==> src/rtl/serial_audio_packer.sv <==
`timescale 1ns/1ps
module serial_audio_packer #(
  parameter int SAMPLE_W   = 24,
  parameter int FIFO_AW    = 4,
  parameter int BLOCK_LEN  = 192,
  parameter int HALF_SLOTS = 32,
  parameter int LEAD_SLOTS = 4
) (
  input  logic                          clk,
  input  logic                          rst_n,
  input  logic                          ws_in,
  input  logic                          sd_in,
  input  logic                          den_in,
  input  logic                          blk_start_in,
  input  logic                          out_ready,
  output logic                          out_valid,
  output logic [SAMPLE_W-1:0]           out_data,
  output logic                          out_chan,
  output logic                          out_v,
  output logic                          out_u,
  output logic                          out_c,
  output logic                          out_p,
  output logic [$clog2(BLOCK_LEN)-1:0]  out_frame,
  output logic                          out_sop,
  output logic                          out_eop,
  output logic                          overflow
);
  localparam int SW    = $clog2(HALF_SLOTS);
  localparam int FW    = $clog2(BLOCK_LEN);
  localparam int DEPTH = 1 << FIFO_AW;
  localparam int CW    = FIFO_AW + 1;
  localparam int EW    = SAMPLE_W + FW + 4;

  localparam logic [SW-1:0] SL_D0 = SW'(LEAD_SLOTS);
  localparam logic [SW-1:0] SL_DL = SW'(LEAD_SLOTS + SAMPLE_W - 1);
  localparam logic [SW-1:0] SL_V  = SW'(LEAD_SLOTS + SAMPLE_W);
  localparam logic [SW-1:0] SL_U  = SW'(LEAD_SLOTS + SAMPLE_W + 1);
  localparam logic [SW-1:0] SL_C  = SW'(LEAD_SLOTS + SAMPLE_W + 2);
  localparam logic [SW-1:0] SL_P  = SW'(LEAD_SLOTS + SAMPLE_W + 3);
  localparam logic [FW-1:0] FR_LAST = FW'(BLOCK_LEN - 1);

  logic                ws_q, locked_q;
  logic [SW-1:0]       slot_q;
  logic [FW-1:0]       frame_q;
  logic [SAMPLE_W-1:0] smp_q;
  logic                v_q, u_q, c_q;

  logic [EW-1:0]       mem [DEPTH];
  logic [FIFO_AW-1:0]  wr_ptr, rd_ptr;
  logic [CW-1:0]       fifo_cnt;

  wire ws_edge  = den_in && (ws_in != ws_q);
  wire [SW-1:0] slot_w = ws_edge ? '0 : slot_q + 1'b1;
  wire locked_w = locked_q || ws_edge;
  wire ch1_start = ws_edge && !ws_in;
  wire in_data  = (slot_w >= SL_D0) && (slot_w <= SL_DL);
  wire push     = den_in && locked_w && (slot_w == SL_P);
  wire full     = (fifo_cnt == CW'(DEPTH));
  wire wr       = push && !full;
  wire pop      = out_valid && out_ready;

  always_ff @(posedge clk) begin
    if (!rst_n) begin
      ws_q     <= 1'b1;
      locked_q <= 1'b0;
      slot_q   <= '0;
      frame_q  <= FR_LAST;
      smp_q    <= '0;
      v_q      <= 1'b0;
      u_q      <= 1'b0;
      c_q      <= 1'b0;
    end else if (den_in) begin
      ws_q     <= ws_in;
      locked_q <= locked_w;
      slot_q   <= slot_w;
      if (ch1_start)
        frame_q <= (blk_start_in || frame_q == FR_LAST) ? '0 : frame_q + 1'b1;
      if (in_data)
        smp_q <= {sd_in, smp_q[SAMPLE_W-1:1]};
      if (slot_w == SL_V) v_q <= sd_in;
      if (slot_w == SL_U) u_q <= sd_in;
      if (slot_w == SL_C) c_q <= sd_in;
    end
  end

  always_ff @(posedge clk) begin
    if (wr)
      mem[wr_ptr] <= {ws_in, v_q, u_q, c_q, frame_q, smp_q};
  end

  always_ff @(posedge clk) begin
    if (!rst_n) begin
      wr_ptr   <= '0;
      rd_ptr   <= '0;
      fifo_cnt <= '0;
      overflow <= 1'b0;
    end else begin
      if (wr)  wr_ptr <= wr_ptr + 1'b1;
      if (pop) rd_ptr <= rd_ptr + 1'b1;
      fifo_cnt <= fifo_cnt + CW'(wr) - CW'(pop);
      if (push && full) overflow <= 1'b1;
    end
  end

  assign out_valid = (fifo_cnt != '0);
  assign {out_chan, out_v, out_u, out_c, out_frame, out_data} = mem[rd_ptr];
  assign out_p   = ^{out_data, out_v, out_u, out_c};
  assign out_sop = out_valid;
  assign out_eop = out_valid;
endmodule

==> config.mk <==
export PLATFORM = sky130hd
export DESIGN_NAME = serial_audio_packer
export DESIGN_NICKNAME = d
export VERILOG_FILES = /design/src/rtl/serial_audio_packer.sv
export SDC_FILE = /design/constraint.sdc
export NUM_CORES = 1
export LEC_CHECK = 0
export CELL_PAD_IN_SITES_DETAIL_PLACEMENT = 1
export CELL_PAD_IN_SITES_GLOBAL_PLACEMENT = 1
export CORE_MARGIN = 4
export CORE_UTILIZATION = 50
export DETAILED_ROUTE_END_ITERATION = 16
export MAX_ROUTING_LAYER = met4
export PLACE_DENSITY_LB_ADDON = 0.12
export REMOVE_ABC_BUFFERS = 1
export SETUP_SLACK_MARGIN = 0.5
export SYNTH_ARGS = -nofsm -noshare
export SYNTH_HDL_FRONTEND = slang
export SYNTH_SLANG_ARGS = --single-unit
==> constraint.sdc <==
create_clock -name clk -period 8.8 [get_ports clk]
set_clock_uncertainty 0.1 [all_clocks]
set_input_delay 1.76 -clock clk [delete_from_list [all_inputs] [get_ports clk]]
set_output_delay 1.76 -clock clk [all_outputs]
set_load 0.03 [all_outputs]
==> load_flow_metrics.sql, run 1 <==
INSERT INTO impl_metrics (metric_group, metric, value, unit) VALUES
('outcome', 'outcome', 'completed', ''),
('route', 'drt_iter0_markers', '1026', ''),
('global_routing', 'grt_antenna_before_repair', '0', ''),
('route', 'vias', '11800', ''),
('synth', 'ys.warnings.count', '0', ''),
('placement', 'place.detailed.instances', '1863', ''),
('synth', 'synth.area.mux_share', '0.160', ''),
('synth', 'synth-compound-area-share', '0.0219', ''),
('clock_network', 'post_cts.resized_instances', '0', ''),
('placement', 'gp_routability_congestion', '0.724', ''),
('clock_network', 'post_cts.repair.setup_buffers', '0', ''),
('placement', 'dp_worst_setup_slack', '2.38', 'ns'),
('synth', 'postSynth.topFlopCell', 'edfxtp_1', ''),
('layout', 'finish.net_count', '1289', ''),
('sta', 'slew-limit-headroom', '0.259', ''),
('hold_path', 'min-delay-start', 'slot_q[1]$_SDFFE_PN0P_', ''),
('synth', 'synth-async-reset-ratio', '0', ''),
('flow_run', 'max-cap-violations', '0', ''),
('critical_path', 'worstPathArrival', '5.10', 'ns'),
('route', 'wl', '55900', 'um'),
('layout', 'final_area', '28100', 'um^2'),
('synth', 'syn-cell-area', '24700', 'um^2'),
('critical_path', 'crit_fanout', '45', ''),
('route', 'drt.antenna.violating_nets', '0', ''),
('sta', 'setup_repair_after_global_routing_missed_its_margin', 'false', ''),
('critical_path', 'cp-start-kind', 'flop', ''),
('power', 'p_leak', '0.00964', 'uW'),
('global_routing', 'grt_overflow', '0', ''),
('critical_path', 'worst-r2r-setup-slack', '4.60', 'ns'),
('synth', 'synth.distinct_cells', '46', ''),
('die', 'design.die.area', '53000', 'um^2'),
('die', 'io-pin-count', '48', ''),
('clock_network', 'tritoncts.num_buffers', '67', ''),
('clock_network', 'cts.hold.buffers_added', '0', ''),
('clock_network', 'cts-root-to-sink-buffers', '3', ''),
('sta', 'setup-violations-final', '0', ''),
('route', 'avgViaCountPerCell', '5.95', ''),
('die', 'design.core.area', '48800', 'um^2'),
('sta', 'timing.final.crit_period', '6.96', 'ns'),
('route', 'drt-pass1-iter-count', '5', ''),
('global_routing', 'first_global_vias', '12500', ''),
('critical_path', 'worstSetupEndpointType', 'output pin', ''),
('sta', 'timing_worst_slew_pin_value', '1.11', 'ns'),
('synth', 'postSynthAreaPerCell', '21.0', 'um^2'),
('critical_path', 'worst-setup-path-type', 'flop to output pin', ''),
('clock_network', 'clk_root_buffer_cell', 'clkbuf_16', ''),
('clock_network', 'cts.reportedPaths.clkPinSlew', '0.05', 'ns'),
('die', 'dieWidth', '230', 'um'),
('synth', 'postSynthRegisterBits', '636', ''),
('placement', 'placement.cell_area', '26000', 'um^2'),
('global_routing', 'grt_first_pass_wirelength', '83800', 'um'),
('sta', 'timing_max_transition_violations_final', '0', ''),
('layout', 'fin_cells', '1984', ''),
('layout', 'final_layout_size_suffix_gt1_frac', '0.211', ''),
('clock_network', 'cts.sink_count', '636', ''),
('synth', 'yosys.area_share.simple', '0.0277', ''),
('placement', 'placement.io_buffers', '47', ''),
('die', 'std_cell_rows', '81', ''),
('route', 'drcViolationCount', '0', ''),
('placement', 'hpwlAfterDp', '30300', 'um'),
('route', 'routed_wire_length_per_instance', '28.2', 'um'),
('sta', 'finalWorstSetupSlack', '1.84', 'ns'),
('critical_path', 'cp.required', '6.94', 'ns'),
('layout', 'fill_cells', '4174', ''),
('critical_path', 'crit-reg2reg-capture', 'mem[11][15]$_DFFE_PP_', ''),
('clock_network', 'clk_latency', '0.58', 'ns'),
('hold_path', 'hold_path_end', 'slot_q[1]$_SDFFE_PN0P_', ''),
('sta', 'hold_viol', '0', ''),
('clock_network', 'cts.htree.levels', '3', ''),
('die', 'start_util', '0.506', ''),
('layout', 'layout-area-overhead-vs-synth', '13.9', '%');
## where the power goes
part	total, uW	internal [uW]	switching, uW
logic	1760	866	892
clock network	2690	1580	1110
registers	3390	3280	107
total	7840	5730	2110
## cell families after synthesis
kind of cell,after synthesis
adder cells (fa/ha/maj),14
AND/OR/NAND/NOR,149
AO/OA/AOI/OAI,79
buffers and inverters,77
XOR/XNOR,37
flip-flops,636
multiplexers,187
## Yosys cell counts, types with 3 or more instances
master,n,share of area
edfxtp_1,576,0.70
mux4_2,122,0.11
dfxtp_1,60,0.049
nor2_1,60,0.0091
a22oi_1,48,0.015
nand2_1,40,0.0061
mux4_1,34,0.036
mux2i_1,31,0.013
clkbuf_1,27,0.0041
xnor2_1,22,0.0078
buf_2,18,0.0036
inv_1,15,0.0023
a21oi_1,14,0.0028
ha_1,13,0.0066
nand3_1,12,0.0024
xor2_1,10,0.0035
o21ai_0,9,0.0018
nor3_1,8,0.0016
buf_12,7,0.0057
nor4_1,6,0.0015
and2_1,4,0.0010
buf_6,4,0.0018
nand2_2,3,0.00076
or3_1,3,0.00076
xnor2_2,3,0.0020
## layout make-up
class	count	area [um^2]	share of cell area
clock buffers	89	1860	0.0663
clock inverters	32	234	0.00832
inverters	17	63.8	0.00227
multi-input cells	466	5850	0.208
flip-flops and latches	636	18500	0.658
well taps	664	831	0.0295
repair buffers	80	781	0.0278
## worst max path at each step
stage                     from  endpoint  cells past startpoint
after CTS                 flop     out_p                      9
after global routing      flop     out_p                      9
after floorplan           flop     out_p                      7
final                     flop     out_p                      9
after global placement    flop     out_p                      9
after detailed placement  flop     out_p                      9
## worst max-delay path, stage by stage, from the launching register on
cell and delay (ns):
dfxtp_4 0.94, buf_12 0.40, mux4_1 0.61, a22oi_1 0.23, nand2_1 0.13, xnor2_1 0.15, xnor2_1 0.56, xnor3_1 0.48
xnor3_1 0.22, clkdlybuf4s50_1 0.67
## layout by cell type, fill, tap and decap left out, drive strengths merged, types with 14 or more instances in the layout
cell	count
inv	18
clkdlybuf4s50	47
nand2	43
clkinv	23
clkbuf	89
mux4	156
nor2	60
xnor2	25
mux2i	31
buf	33
dfxtp	60
edfxtp	576
a22oi	49
a21oi	14
## per-stage QoR
stage	hold slack [ns]	setup TNS (ns)	total power [uW]
after CTS	0.401	0	7950
after global placement	0.384	0	5230
after floorplan	0.361	-1.03	4740
after detailed placement	0.380	0	5260
final	0.399	0	7840
after global routing	0.429	0	8160
## routing by layer
metal / wire length (um) / vias up / GRT usage / share of wire
li1: - / 5049 / - / -
met1: 24400 / 6367 / 0.306 / 0.44
met2: 28100 / 315 / 0.358 / 0.50
met3: 2560 / 64 / 0.0336 / 0.046
met4: 837 / 0 / 0.0518 / 0.015
met5: 0 / - / - / 0
## sequential cells by signal (all words and copies together) (netlist names), named ones only
register / cells
mem: 576
smp_q: 24
frame_q: 8
fifo_cnt: 5
slot_q: 5
rd_ptr: 4
wr_ptr: 4
c_q: 1
locked_q: 1
overflow: 1
u_q: 1
v_q: 1
ws_q: 1
No activity file was read; power rests on OpenSTA's default activity.
==> inputs of run 2 (changes only) <==
Clock period 8.8 ns to 7.26 ns, I/O delays scaled along.
==> run 2 against run 1 <==
Compared with the run above: via count is the same; final area rose by 0.18%; combinational power fell by 18%; critical path depth grew 1; setup slack got worse by 0.95 ns; non-clock buffer count is 10 higher; wire length about the same.
==> load_flow_metrics.sql, run 2 (synthesis gave the netlist of run 1 again) <==
INSERT INTO impl_metrics (metric_group, metric, value, unit) VALUES
('clock_network', 'tritoncts.num_buffers', '67', ''),
('clock_network', 'post_cts.resized_instances', '0', ''),
('sta', 'timing_max_transition_violations_final', '0', ''),
('die', 'design.core.area', '48800', 'um^2'),
('power', 'p_leak', '0.00987', 'uW'),
('clock_network', 'cts.htree.levels', '3', ''),
('placement', 'gp_routability_congestion', '0.749', ''),
('sta', 'setup-violations-final', '0', ''),
('placement', 'placement.cell_area', '26000', 'um^2'),
('sta', 'hold_viol', '0', ''),
('route', 'routed_wire_length_per_instance', '28.0', 'um'),
('sta', 'setup_repair_after_global_routing_missed_its_margin', 'false', ''),
('layout', 'regMostFlops', 'mem', ''),
('layout', 'largest_register_ffs', '576', ''),
('critical_path', 'path_delay_family', 'buffers and inverters', ''),
('critical_path', 'worstSetupEndpointType', 'output pin', ''),
('critical_path', 'critPathBufInv', '3', ''),
('critical_path', 'max_stage_delay', '0.74', 'ns'),
('power', 'vdd.ir_drop.worst', '0.000222', 'V'),
('global_routing', 'grt_overflow', '0', ''),
('critical_path', 'cp_cell_sequence', 'buf_4 > buf_4 > mux4_1 > a22oi_1 > nand2_1 > xnor2_1 > xnor2_1 > xnor3_1 > xnor3_1 > clkdlybuf4s50_1', ''),
('clock_network', 'cts-root-to-sink-buffers', '3', ''),
('critical_path', 'worst-setup-path-type', 'flop to output pin', ''),
('clock_network', 'clk_root_buffer_cell', 'clkbuf_16', ''),
('global_routing', 'grt_antenna_before_repair', '0', ''),
('critical_path', 'crit_fanout', '39', ''),
('route', 'wl', '55900', 'um'),
('layout', 'leading_registers_by_flop_count', 'mem (576), smp_q (24), frame_q (8)', ''),
('layout', 'layout_commonest_cell', 'edfxtp_1', ''),
('placement', 'hpwlAfterDp', '32500', 'um'),
('critical_path', 'worst-r2r-setup-slack', '3.19', 'ns'),
('clock_network', 'tritoncts', 'yes', ''),
('die', 'die_y', '230', 'um'),
('global_routing', 'first_global_vias', '12700', ''),
('layout', 'final_layout_size_suffix_gt1_frac', '0.218', ''),
('clock_network', 'cts.reportedPaths.clkPinSlew', '0.06', 'ns'),
('clock_network', 'cts.hold.buffers_added', '0', ''),
('placement', 'placement.io_buffers', '47', ''),
('layout', 'finish.net_count', '1299', ''),
('die', 'dieWidth', '230', 'um'),
('power', 'total_power', '8790', 'uW'),
('sta', 'timing_worst_slew_pin_value', '0.890', 'ns'),
('die', 'std_cell_rows', '81', ''),
('outcome', 'outcome', 'completed', ''),
('hold_path', 'min-delay-start', 'overflow$_SDFFE_PN0P_', ''),
('route', 'avgViaCountPerCell', '5.92', ''),
('die', 'io-pin-count', '48', ''),
('critical_path', 'cp-start-kind', 'flop', ''),
('layout', 'final_area', '28200', 'um^2'),
('die', 'start_util', '0.506', ''),
('die', 'design.die.area', '53000', 'um^2'),
('sta', 'slew-limit-headroom', '0.406', ''),
('layout', 'antenna_cells', '0', ''),
('critical_path', 'worstPathArrival', '4.82', 'ns'),
('critical_path', 'cp.required', '5.71', 'ns'),
('sta', 'timing.final.crit_period', '6.37', 'ns'),
('global_routing', 'globalRouteTotalUtil', '0.221', ''),
('layout', 'mostFrequentLayoutCells', 'edfxtp_1, mux4_2, clkbuf_16', ''),
('global_routing', 'grt_max_degree', '49', ''),
('global_routing', 'grt_first_pass_wirelength', '83500', 'um'),
('route', 'vias', '11800', ''),
('layout', 'layout-area-overhead-vs-synth', '14.1', '%'),
('sta', 'highest_clock_rate', '157', 'MHz'),
('route', 'drt-pass1-iter-count', '5', ''),
('hold_path', 'worst_hold_path_type', 'flop to flop', ''),
('clock_network', 'post_cts.repair.setup_buffers', '0', ''),
('route', 'drt.antenna.violating_nets', '0', ''),
('route', 'drcViolationCount', '0', ''),
('flow_run', 'max-cap-violations', '0', ''),
('clock_network', 'clk_latency', '0.59', 'ns'),
('power', 'power_density', '312', 'nW/um^2'),
('route', 'drt_iter0_markers', '992', ''),
('critical_path', 'rr_startpoint', 'slot_q[0]$_SDFFE_PN0P_', ''),
('clock_network', 'cts.sink_count', '636', ''),
('critical_path', 'worst_path_max_delay_cell', 'dfxtp_4', ''),
('sta', 'fin_crit_sh', '0.877', '');
-- run 2: cell types whose count changed in the layout (fill, tap and decap cells not counted) --
cell,delta
buf_12,-3
buf_4,+13
bufinv_16,+1
clkbuf_1,+2
clkbuf_16,-2
clkbuf_8,+3
clkinv_1,-3
clkinv_4,+1
clkinvlp_4,-3
inv_6,+1
-- run 2: layout make-up --
cell class / instances / area (um^2)
multi-input cells: 466 / 5850
inverters: 17 / 63.8
clock buffers: 92 / 1860
clock inverters: 29 / 248
well taps: 664 / 831
fillers: 4169 / 20700
repair buffers: 90 / 818
flip-flops and latches: 636 / 18500
-- run 2: layer usage --
layer / vias up / routed length [um] / global-route usage / part of all wire
met4: 0 / 966 / 0.0560 / 0.017
met3: 72 / 2840 / 0.0380 / 0.051
met1: 6348 / 23700 / 0.296 / 0.42
met5: - / 0 / - / 0
met2: 313 / 28400 / 0.359 / 0.51
li1: 5062 / - / - / -
-- run 2: worst paths after layout --
| kind | cells past startpoint | to |
|---|---|---|
| max reg2reg | 9 | mem[10][5]$_DFFE_PP_ |
| min reg2reg | 2 | overflow$_SDFFE_PN0P_ |
| max | 10 | out_p |
| min | 2 | overflow$_SDFFE_PN0P_ |
-- run 2: through the flow --
| step | TNS [ns] | instances | utilization | setup WS, ns | hold slack (ns) |
|---|---|---|---|---|---|
| CTS | 0 | 1993 | 0.576 | 0.623 | 0.392 |
| floorplan | -40.42 | 1119 | - | -2.26 | 0.361 |
| global placement | 0 | 1872 | 0.533 | 1.22 | 0.364 |
| detailed placement | 0 | 1872 | 0.533 | 1.27 | 0.375 |
| finish | 0 | 1994 | 0.577 | 0.891 | 0.385 |
| global route | 0 | 1994 | 0.577 | 0.616 | 0.445 |
-- run 2: power by group --
part | switching, uW | internal, uW | total [uW]
Sequential | 90.2 | 3980 | 4070
Combinational | 748 | 693 | 1440
Clock | 1350 | 1940 | 3290
Total | 2180 | 6610 | 8790
-- run 2: worst register-to-register path, cell delays in order, from the launching register on --
cell and delay [ns]:
dfxtp_1 0.48, ha_1 0.29, nand3_1 0.11, xor2_1 0.17, nor2_1 0.18, nand4_1 0.28
nor4_4 0.52, nand3b_1 0.39, nor2_4 0.80, buf_4 0.41
